==> config.mk <==
export PLATFORM = sky130hd
export DESIGN_NAME = altrk_table
export DESIGN_NICKNAME = d
export VERILOG_FILES = /design/src/rtl/altrk_pkg.sv /design/src/rtl/altrk_entry.sv /design/src/rtl/altrk_resp.sv /design/src/rtl/altrk_table.sv
export SDC_FILE = /design/constraint.sdc
export NUM_CORES = 1
export LEC_CHECK = 0
export ABC_AREA = 1
export CORE_MARGIN = 8
export CORE_UTILIZATION = 31
export CTS_BUF_LIST = sky130_fd_sc_hd__clkbuf_2
export CTS_CLUSTER_DIAMETER = 30
export DETAILED_ROUTE_END_ITERATION = 16
export GPL_ROUTABILITY_DRIVEN = 0
export GPL_TIMING_DRIVEN = 1
export HOLD_SLACK_MARGIN = 0.02
export PLACE_DENSITY_LB_ADDON = 0.15
export SKIP_CTS_REPAIR_TIMING = 1
export SLEW_MARGIN = 25
export SYNTH_ARGS = -nofsm -noshare
export SYNTH_HDL_FRONTEND = slang
export SYNTH_HIERARCHICAL = 1
export SYNTH_SLANG_ARGS = --single-unit
==> constraint.sdc <==
create_clock -name clk -period 1.5 [get_ports clk]
set_input_delay 0.225 -clock clk [delete_from_list [all_inputs] [get_ports clk]]
set_output_delay 0.225 -clock clk [all_outputs]
set_load 0.005 [all_outputs]
==> src/rtl/altrk_pkg.sv <==
package altrk_pkg;

  typedef enum logic {
    CHK_RELOAD   = 1'b0,
    CHK_REDIRECT = 1'b1
  } chk_kind_e;

  typedef struct packed {
    logic ok;
    logic reload;
    logic redirect;
  } chk_result_t;

endpackage

==> src/rtl/altrk_entry.sv <==
module altrk_entry #(
  parameter int ADDR_W = 32
) (
  input  logic              clk,
  input  logic              rst,
  input  logic              wr_en,
  input  logic [ADDR_W-1:0] wr_addr,
  input  logic              snoop_en,
  input  logic [ADDR_W-1:0] snoop_addr,
  input  logic              clr_en,
  output logic              valid_o,
  output logic              live_o
);

  logic              valid_q;
  logic [ADDR_W-1:0] addr_q;
  logic              snoop_hit;

  // Store snoop: matches only a currently valid entry.
  assign snoop_hit = snoop_en && valid_q && (addr_q == snoop_addr);
  // Entry state as seen after this cycle's store, before this cycle's load.
  assign live_o    = valid_q && !snoop_hit;
  assign valid_o   = valid_q;

  always_ff @(posedge clk) begin
    if (rst) begin
      valid_q <= 1'b0;
      addr_q  <= '0;
    end else if (wr_en) begin
      valid_q <= 1'b1;
      addr_q  <= wr_addr;
    end else if (snoop_hit || clr_en) begin
      valid_q <= 1'b0;
    end
  end

endmodule

==> src/rtl/altrk_resp.sv <==
module altrk_resp
  import altrk_pkg::*;
(
  input  logic clk,
  input  logic rst,
  input  logic chk_valid,
  input  logic chk_kind,
  input  logic chk_live,
  output logic resp_valid,
  output logic resp_ok,
  output logic resp_reload,
  output logic resp_redirect
);

  chk_kind_e   kind;
  chk_result_t res_d;

  assign kind = chk_kind_e'(chk_kind);

  always_comb begin
    res_d = '0;
    if (chk_valid) begin
      if (chk_live)                 res_d.ok       = 1'b1;
      else if (kind == CHK_RELOAD)  res_d.reload   = 1'b1;
      else                          res_d.redirect = 1'b1;
    end
  end

  always_ff @(posedge clk) begin
    if (rst) begin
      resp_valid    <= 1'b0;
      resp_ok       <= 1'b0;
      resp_reload   <= 1'b0;
      resp_redirect <= 1'b0;
    end else begin
      resp_valid    <= chk_valid;
      resp_ok       <= res_d.ok;
      resp_reload   <= res_d.reload;
      resp_redirect <= res_d.redirect;
    end
  end

endmodule

==> src/rtl/altrk_table.sv <==
module altrk_table
  import altrk_pkg::*;
#(
  parameter  int NUM_REGS = 8,
  parameter  int ADDR_W   = 32,
  localparam int IDX_W    = $clog2(NUM_REGS)
) (
  input  logic              clk,
  input  logic              rst,
  input  logic              ld_valid,
  input  logic [IDX_W-1:0]  ld_reg,
  input  logic [ADDR_W-1:0] ld_addr,
  input  logic              st_valid,
  input  logic [ADDR_W-1:0] st_addr,
  input  logic              chk_valid,
  input  logic [IDX_W-1:0]  chk_reg,
  input  logic              chk_kind,
  output logic              resp_valid,
  output logic              resp_ok,
  output logic              resp_reload,
  output logic              resp_redirect
);

  logic [NUM_REGS-1:0] valid_vec;
  logic [NUM_REGS-1:0] live_vec;
  logic                chk_live;

  assign chk_live = live_vec[chk_reg];

  for (genvar i = 0; i < NUM_REGS; i++) begin : g_entry
    logic wr_sel;
    logic clr_sel;
    assign wr_sel  = ld_valid && (ld_reg == IDX_W'(i));
    assign clr_sel = chk_valid && (chk_reg == IDX_W'(i)) &&
                     (chk_kind_e'(chk_kind) == CHK_RELOAD) && live_vec[i];
    altrk_entry #(.ADDR_W(ADDR_W)) u_entry (
      .clk        (clk),
      .rst        (rst),
      .wr_en      (wr_sel),
      .wr_addr    (ld_addr),
      .snoop_en   (st_valid),
      .snoop_addr (st_addr),
      .clr_en     (clr_sel),
      .valid_o    (valid_vec[i]),
      .live_o     (live_vec[i])
    );
  end

  altrk_resp u_resp (
    .clk           (clk),
    .rst           (rst),
    .chk_valid     (chk_valid),
    .chk_kind      (chk_kind),
    .chk_live      (chk_live),
    .resp_valid    (resp_valid),
    .resp_ok       (resp_ok),
    .resp_reload   (resp_reload),
    .resp_redirect (resp_redirect)
  );

endmodule

### Word level (Yosys, flattened, before mapping)

Cells that the tools add are included.

* flip-flop bits (word level): 268
* output and inout bits: 4
* logic and storage cells: 150

* magnitude comparators: 1
* eq/ne operators: 22
* mux-type cells: 21
* bitwise logic cells: 2
* reduce and logical (&&, ||, !) cells: 84

Operator list (number)
* $eq A32 B32 Y1: 8
* $logic_and A1 B1 Y1: 56
* $eq A3 B3 Y1 const B: 8
* $mux W1: 20
* $reduce_bool A2 Y1: 8
* $eq A3 B2 Y1 const B: 4
* $logic_not A1 Y1: 8
* $logic_or A1 B1 Y1: 8
* $eq A3 B1 Y1 const B: 2
* $logic_not A3 Y1: 2
* $lt A3 B4 Y1 const B: 1
* $bmux W1 S3: 1
* $reduce_or A3 Y1: 1
* $not A1 Y1: 2
* $reduce_or A2 Y1: 1

### Depth between registers and ports, before layout

Gate-level depths: netlist (run 1).

* depth in word-level cells: 8
* gate-level depth with buffers: 18
* gate-level depth less buffers: 18

### Cells and area by module

The synthesis (run 1) kept the hierarchy.

Modules (own cells, without submodules)
* altrk_entry: instances 8, cells each 264, area an instance 1702.9 µm², seq. area each 660.6 µm²
* altrk_table: instances 1, cells each 63, area an instance 271.5 µm², seq. area each 0.0 µm²
* altrk_resp: instances 1, cells each 13, area an instance 126.4 µm², seq. area each 80.1 µm²

### Worst setup path before layout (run 1)

OpenSTA, ideal clock, no wires.

* kind: reg-to-reg
* start point: register g_entry[4].u_entry.addr_q[7]
* end point: register u_resp.resp_redirect
* library setup time: 0.110 ns
* data arrival time: 1.413 ns
* slack: -0.024 ns
* cell stages (with the launch flop): 17
* clock period less this slack: 1.524 ns
* cell sequence: dfxtp_1 inv_1 or2_1 nand3_1 nor2_1 nand2_1 nor2_1 a21boi_0 nand2_2 nand2_1 nand2_1 nand2_1 nand2_1 nand2_1 inv_1 nand3_2 nor2_1

* longest elaborated chain between the ends: 7

Ends and longest elaborated chain
* from (decl): RTL line altrk_entry.sv:16 `logic [ADDR_W-1:0] addr_q;`
* from (signal assigned): RTL line altrk_entry.sv:31 `addr_q <= wr_addr;`
* $eq A32 B32 Y1: RTL line altrk_entry.sv:20 `assign snoop_hit = snoop_en && valid_q && (addr_q == snoop_addr);`
* $logic_and A1 B1 Y1: RTL line altrk_entry.sv:20
* $logic_not A1 Y1: RTL line altrk_entry.sv:22 `assign live_o = valid_q && !snoop_hit;`
* $logic_and A1 B1 Y1: RTL line altrk_entry.sv:22
* net live_vec[4]: RTL line altrk_table.sv:25 `logic [NUM_REGS-1:0] live_vec;`
* $bmux W1 S3: RTL line altrk_table.sv:28 `assign chk_live = live_vec[chk_reg];`
* $mux W1 (not written as such): RTL line altrk_table.sv:28
* net chk_live: RTL line altrk_table.sv:26 `logic chk_live;`
* $reduce_or A3 Y1 (no line)
* to (signal assigned): RTL line altrk_resp.sv:39 `resp_redirect <= res_d.redirect;`
* to (decl): RTL line altrk_resp.sv:12 `output logic resp_redirect`

The timed path passes the listed nets, and every way through them passes these cells. The select of a mux whose other input is x is not followed.
A chain may end at the register's enable or synchronous reset.

### Final worst setup path (run 1)

* start point: register g_entry[5].u_entry.addr_q[26]
* end point: register u_resp.resp_redirect

* longest elaborated chain between the ends: 7

Ends and longest elaborated chain (RTL line)
* from (decl): altrk_entry.sv:16
* from (signal assigned): altrk_entry.sv:31
* $eq A32 B32 Y1: altrk_entry.sv:20
* $logic_and A1 B1 Y1: altrk_entry.sv:20
* $logic_not A1 Y1: altrk_entry.sv:22
* $logic_and A1 B1 Y1: altrk_entry.sv:22
* net live_vec[5]: altrk_table.sv:25
* $bmux W1 S3: altrk_table.sv:28
* $mux W1 (not written as such): altrk_table.sv:28
* net chk_live: altrk_table.sv:26
* $reduce_or A3 Y1 (no line)

The timed path passes the listed nets, and every way through them passes these cells. The select of a mux whose other input is x is not followed.

==> results of run 1 <==
## per-layer routing
layer | routed length, um | share of wire, %
met3 | 2370 | 4.5
met4 | 1410 | 2.7
met5 | 0 | 0
met1 | 22900 | 43
met2 | 26200 | 49
## final cells by class
cell class                      instances  area [um^2]
Fill cell                            4687        25600
Multi-Input combinational cell       1459         7270
Sequential cell                       268         5400
Timing Repair Buffer                  373         3760
Inverter                              379         1430
Tap cell                              600          751
Clock buffer                          118          591
Clock inverter                         28          141
Antenna cell                            4         10.0
## critical path: cells and delay by family (launching register included)
kind	cells	cell delay (ps)
and+or+nand+nor	14	1270
DFF	1	310
buffers and inverters	2	140
AOI/OAI and AO/OA	1	80
## path summary, 6_finish.rpt
kind | startpoint | endpoint | slack, ps | cells after the start
max reg2reg | g_entry[5].u_entry/addr_q[26] | u_resp/resp_redirect | -390 | 17
min reg2reg | g_entry[6].u_entry/addr_q[25] | g_entry[6].u_entry/addr_q[25] | 470 | 2
max | g_entry[5].u_entry/addr_q[26] | u_resp/resp_redirect | -390 | 17
min | ld_addr[19] | g_entry[4].u_entry/addr_q[19] | 80 | 3
## registers in the layout, summed over array words and instances, names as in the netlist
signal / cells
u_resp/resp_ok: 1
g_entry.u_entry/valid_o: 8
u_resp/resp_redirect: 1
u_resp/resp_valid: 1
g_entry.u_entry/addr_q: 256
u_resp/resp_reload: 1
## power by group
part | internal [uW] | switching, uW
Clock | 2300 | 3390
Combinational | 1210 | 1510
Sequential | 7330 | 111
Total | 10800 | 5010
## placed cells by master (no fill, tap or decap), drive strengths merged
cell / instances
dfxtp: 268
a211oi: 160
xnor2: 48
dlygate4sd3: 32
nor2: 300
nand3: 41
a21oi: 104
a21boi: 8
nand4: 32
buf: 265
clkinvlp: 1
or2: 16
nor3: 17
o22ai: 8
bufinv: 1
diode: 4
inv: 382
nand2: 693
clkdlybuf4s50: 74
o21ai: 24
clkinv: 23
clkbuf: 120
xor2: 8
## per-stage QoR
| step | hold WS, ps | utilization (%) | worst slack [ps] | std cells |
|---|---|---|---|---|
| final | 75.7 | 43.0 | -387 | 3229 |
| after global routing | -5.71 | 43.0 | -600 | 3229 |
| after CTS | -319 | 41.2 | -661 | 3183 |
| after detailed placement | 464 | 39.5 | -1140 | 3037 |
| after global placement | 452 | 39.5 | -1120 | 3037 |
| after floorplan | 295 | - | 11.6 | 2188 |
## cells by family (layout without fill, tap and decap cells)
| group | count (synthesis) | after routing |
|---|---|---|
| buffers and inverters | 461 | 898 |
| AO/OA/AOI/OAI | 304 | 304 |
| AND/OR/NAND/NOR | 1099 | 1099 |
| flip-flops | 268 | 268 |
| other | 0 | 4 |
| XOR/XNOR | 56 | 56 |
==> results.md, run 1 <==
* Clock transition at path regs at 90 ps
* RSZ-0062 raised after global routing: true
* Cells after Synth at 2188
* Yosys warning count at 6
* CP Capture Type: flop
* Post-Route WL at roughly 53000 um
* Row cnt at 78
* Synth async-reset ratio at 0%
* Worst EP required at 2440 ps
* EDFF count, synth at 0
* Cell accounting for the most synthesized area: dfxtp_1
* Fin worst setup slack at -387 ps
* First-pass GRT wire length at 80800 um
* Post-synth cell types at 27
* Die X at 229 um
* GRT overflow at 0
* Syn_area_per_cell at 6.41 um^2
* Main synth FF type: dfxtp_1
* CTS H-tree depth at 3
* Clock Skews at 67.6 ps
* Syn nets at approximately 2300
* Share of layout cells above drive strength 1 at 21.9%
* Worst slew margin at 67.3%
* GR peak layer: met2
* Clk root buf: clkbuf_2
* Crit-path max cell delay at slightly above 300 ps
* IO Pins at 80
* Largest fanout on the critical path at 2
* Post-synth top area share at a little under two fifths
* Clk_lat worst skew at ~1000 ps
* Critical Path AT at 2830 ps
* Port buffer count at 79
* Average routed wire per standard cell at 16.4 um
* CP startpoint kind: flop
* PD cells at 819 mW/mm^2
* Met1 GRT Util at 23.8%
* Synth Area in XOR/XNOR at ~3.5%
* Final #Nets at ~2600
* CP cell instances: inv_1 -> nand2_1 -> nand2_1 -> nand3_1 -> nor2_1 -> nand2_1 -> nor2_4 -> a21boi_2 -> nand2_1 -> nand2_1 -> nand2_1 -> nand2_1 -> nand2_1 -> nand2_2 -> inv_2 -> nand3_2 -> nor2_1
* Failing checks: setup timing
* Area contributors post-synth: dfxtp_1 (38%), nand2_1 (19%), inv_1 (9.9%)
* Fin Setup TNS at -2410 ps
* Top cells by count, synth: nand2_1 (692), inv_1 (368), nor2_1 (284), dfxtp_1 (268), a211oi_1 (160)
* GR Util All Layers at 19.7%
* Via density at 4.57
* Actual slew at the worst max-slew pin at 488 ps
* Final min period at 1890 ps
* Max-Cap Viols at 0
* GR Util met2 at 34.4%
* Synth Area in Simple Gates at 31.5%
* CTS tree: built
* Clock Sinks at 268
* Vias in the first global route at 14100
* DRT Pass-1 Iters at 5
* Starting DRC count in detailed routing at 803
* DRC at 0
* Compound-Gate Fraction of Synth Area at 14.1%
* Post-route clock period utilization at 126%
* Slowest CP cell: dfxtp_1
* Starting Density at 31.2%
* Pleak at about 0.0085 uW
* Largest net degree at the start of global routing at 51
* Design Power at 15900 uW
* Final Hold Fails at 0
* Synth Area in Adders at 0%
* Mux contribution to synthesized area at 0%
* Peak VDD IR at 0.000489 V
* Final ANT Viol Nets at 0
* Maximum clock rate at 0.530 GHz
* Main combinational cell family by area after synthesis: simple AND/OR/NAND/NOR gates
* Most common cell in the synthesized netlist: nand2_1
* #FFs+latches synth at about 270
* Via Count at about 15000
* Mapped Area at 0.0140 mm^2
* P&R area growth vs syn at 38.1%
* Pins Over Slew Limit at 0
* Max Buffers Root-to-Sink at 3
* Chip Height at about 230 um
* Initial antenna violation count at 2
* Final instance area at 0.0194 mm^2
* CTS buffer count at 90
* Status: complete, but fails checks
* Setup Crit Path Kind: flop to flop
* Met3 Resource Use GR at just under 4%
* Most used cell along the critical path: nand2_1
* Sequential share of the synthesized area at between 30% and 40%
* Final setup viols at 15
* Core ar. at 0.0450 mm^2
* Dpl hpwl at about 38000 um
* Placed inst area at 0.0178 mm^2
* Die area at 0.0523 mm^2
* Hold WC Path Type: input pin to flop
(Power assumes the default switching activity.)
==> run 2: changes to the inputs <==
- CORE_UTILIZATION: 31 -> 56
- CTS_CLUSTER_DIAMETER: 30 -> 100
==> run 2 against run 1 <==
  * The run still ends with setup timing left
  * Clock power down 7.7%
  * Sequential power about the same
  * Register-to-register slack better by 20 ps
  * Worst hold slack better by 15 ps
  * Non-clock buffer count down 68
  * Critical path depth up 1
  * First-iteration DRC count up 64%
  * Clock-buffer cell count down 10
  * Combinational power down 7.7%
  * Via count up 2.6%
  * Global-route usage up 11 points
  * Largest power group unchanged
==> results.md, run 2 (synthesis results as in run 1) <==
* Status: complete, but fails checks
* Failing checks: setup timing
* Slowest CP cell: dfxtp_2
* Starting DRC count in detailed routing at 1317
* Worst slew margin at between 60% and 70%
* P&R area growth vs syn at 29.4%
* Placed inst area at 0.0171 mm^2
* Clock group share of total power at 34.4%
* Starting Density at 56.3%
* Dpl hpwl at 33700 um
* CTS H-tree depth at 3
* RSZ-0062 raised after global routing: true
* Row cnt at slightly below 60
* Post-Route WL at 48400 um
* Critical Path AT at 2680 ps
* PD cells at 839 mW/mm^2
* IO Pins at 80
* Die X at 174 um
* Crit-path max cell delay at 350 ps
* CP cell instances: inv_2 -> nand2_1 -> nand2_2 -> nor2_2 -> nand2_2 -> nor2_2 -> nand2_2 -> nor2_4 -> a21boi_2 -> nand2_1 -> nand2_1 -> nand2_1 -> nand2_1 -> nand2_1 -> nand2_1 -> inv_2 -> nand3_2 -> nor2_1
* Most frequent cells in the layout: nand2_1 (669), inv_1 (349), nor2_1 (261), dfxtp_1 (238), buf_4 (176)
* Final setup viols at 15
* Clock Sinks at about 270
* Via Count at about 15000
* Fin Setup TNS at -2220 ps
* Fin worst setup slack at -366 ps
* Final #Nets at 2562
* Die area at 0.0304 mm^2
* Port buffer count at 79
* Switching part of the total at 31.1%
* Max FFs per register at roughly 260
* Initial antenna violation count at 3
* Post-route clock period utilization at 124%
* Share of layout cells above drive strength 1 at 19.7%
* Worst EP required at 2310 ps
* Hold WC Path Type: input pin to flop
* CTS tree: built
* Most common cell after layout, fill and taps aside: nand2_1
* Max-Cap Viols at 0
* Clk_lat worst skew at 880 ps
* Crit path buf inv count at 2
* Vias in the first global route at 14500
* CP Capture Type: flop
* Sequential share of power at between 40% and 50%
* Core ar. at 0.0249 mm^2
* First-pass GRT wire length at 74600 um
* Via density at 5.28
* Top cell family by delay on the critical path: simple AND/OR/NAND/NOR gates
* DRT Pass-1 Iters at 7
* CP startpoint kind: flop
* Final instance area at 0.0181 mm^2
* Pins Over Slew Limit at 0
* Biggest register: g_entry.u_entry/addr_q
* Final Hold Fails at 0
* DRC at 0
* Maximum clock rate at between 0.5 and 0.6 GHz
* Clk root buf: clkbuf_2
* Clock transition at path regs at 110 ps
* Peak VDD IR at approximately 0.00062 V
* Largest net degree at the start of global routing at 50
* Most used cell along the critical path: nand2_1
* Internal Power at 10500 uW
* Chip Height at 174 um
* Average routed wire per standard cell at 16.9 um
* Setup Crit Path Kind: flop to flop
* Max Buffers Root-to-Sink at 3
* GRT overflow at 0
* Final min period at 1870 ps
* Actual slew at the worst max-slew pin at 535 ps
* Final ANT Viol Nets at 0
* Pleak at 0.00801 uW
* Sw Pwr at 4730 uW
* Largest fanout on the critical path at 2
* GR Util All Layers at 30.7%
* Combinational power share at 16.6%
* Clock Skews at 75.4 ps
* CTS buffer count at 73
## run 2: metrics by stage
step	setup WS (ps)	hold WS (ps)	util, %	total power [uW]	std cells
6_report	-366	91.1	72.9	15200	2869
3_3_place_gp	-1040	453	68.8	9970	2735
3_5_place_dp	-1070	460	68.8	10000	2735
4_1_cts	-594	-198	71.4	15200	2861
2_1_floorplan	11.6	295	-	8670	2188
5_1_grt	-503	63.2	72.9	15900	2868
## run 2: final cells by class
class	count	area [um^2]
sequential	268	5410
timing repair buffer	305	3090
clock buffer	108	541
inverter	379	1430
clock inverter	18	97.6
fill	2068	6750
multi-input combinational	1459	7160
antenna	2	5.00
tap	330	413
## run 2: worst paths after layout
kind,cells past startpoint,to,from,slack [ps]
hold reg to reg,2,g_entry[5].u_entry/addr_q[25],g_entry[5].u_entry/addr_q[25],470
hold / removal,4,g_entry[3].u_entry/addr_q[23],ld_addr[23],90
setup / recovery,18,u_resp/resp_reload,g_entry[6].u_entry/addr_q[25],-370
setup reg to reg,18,u_resp/resp_reload,g_entry[6].u_entry/addr_q[25],-370
## run 2: layer usage
layer	routed length, um	vias to the layer above	global-route usage [%]	part of all wire [%]
met5	13	-	0	0.027
met1	18800	6859	35.1	39
met4	3120	2	20.7	6.4
met2	22900	650	51.8	47
li1	-	7438	-	-
met3	3550	201	5.42	7.3
## run 2: worst reg2reg max path, stage by stage (launching register included)
cell and delay (ps):
dfxtp_2 350, inv_2 40, nand2_1 60, nand2_2 60
nor2_2 120, nand2_2 100, nor2_2 130, nand2_2 100
nor2_4 150, a21boi_2 90, nand2_1 70, nand2_1 50
nand2_1 60, nand2_1 60, nand2_1 50, nand2_1 60
inv_2 70, nand3_2 70, nor2_1 110
## run 2: power by group through the flow
stage	clock, uW	sequential (uW)	combinational (uW)
after global placement	0	7600	2370
after global routing	5680	7480	2730
after floorplan	0	7580	1090
after CTS	5310	7440	2430
after detailed placement	0	7610	2420
final	5240	7450	2520
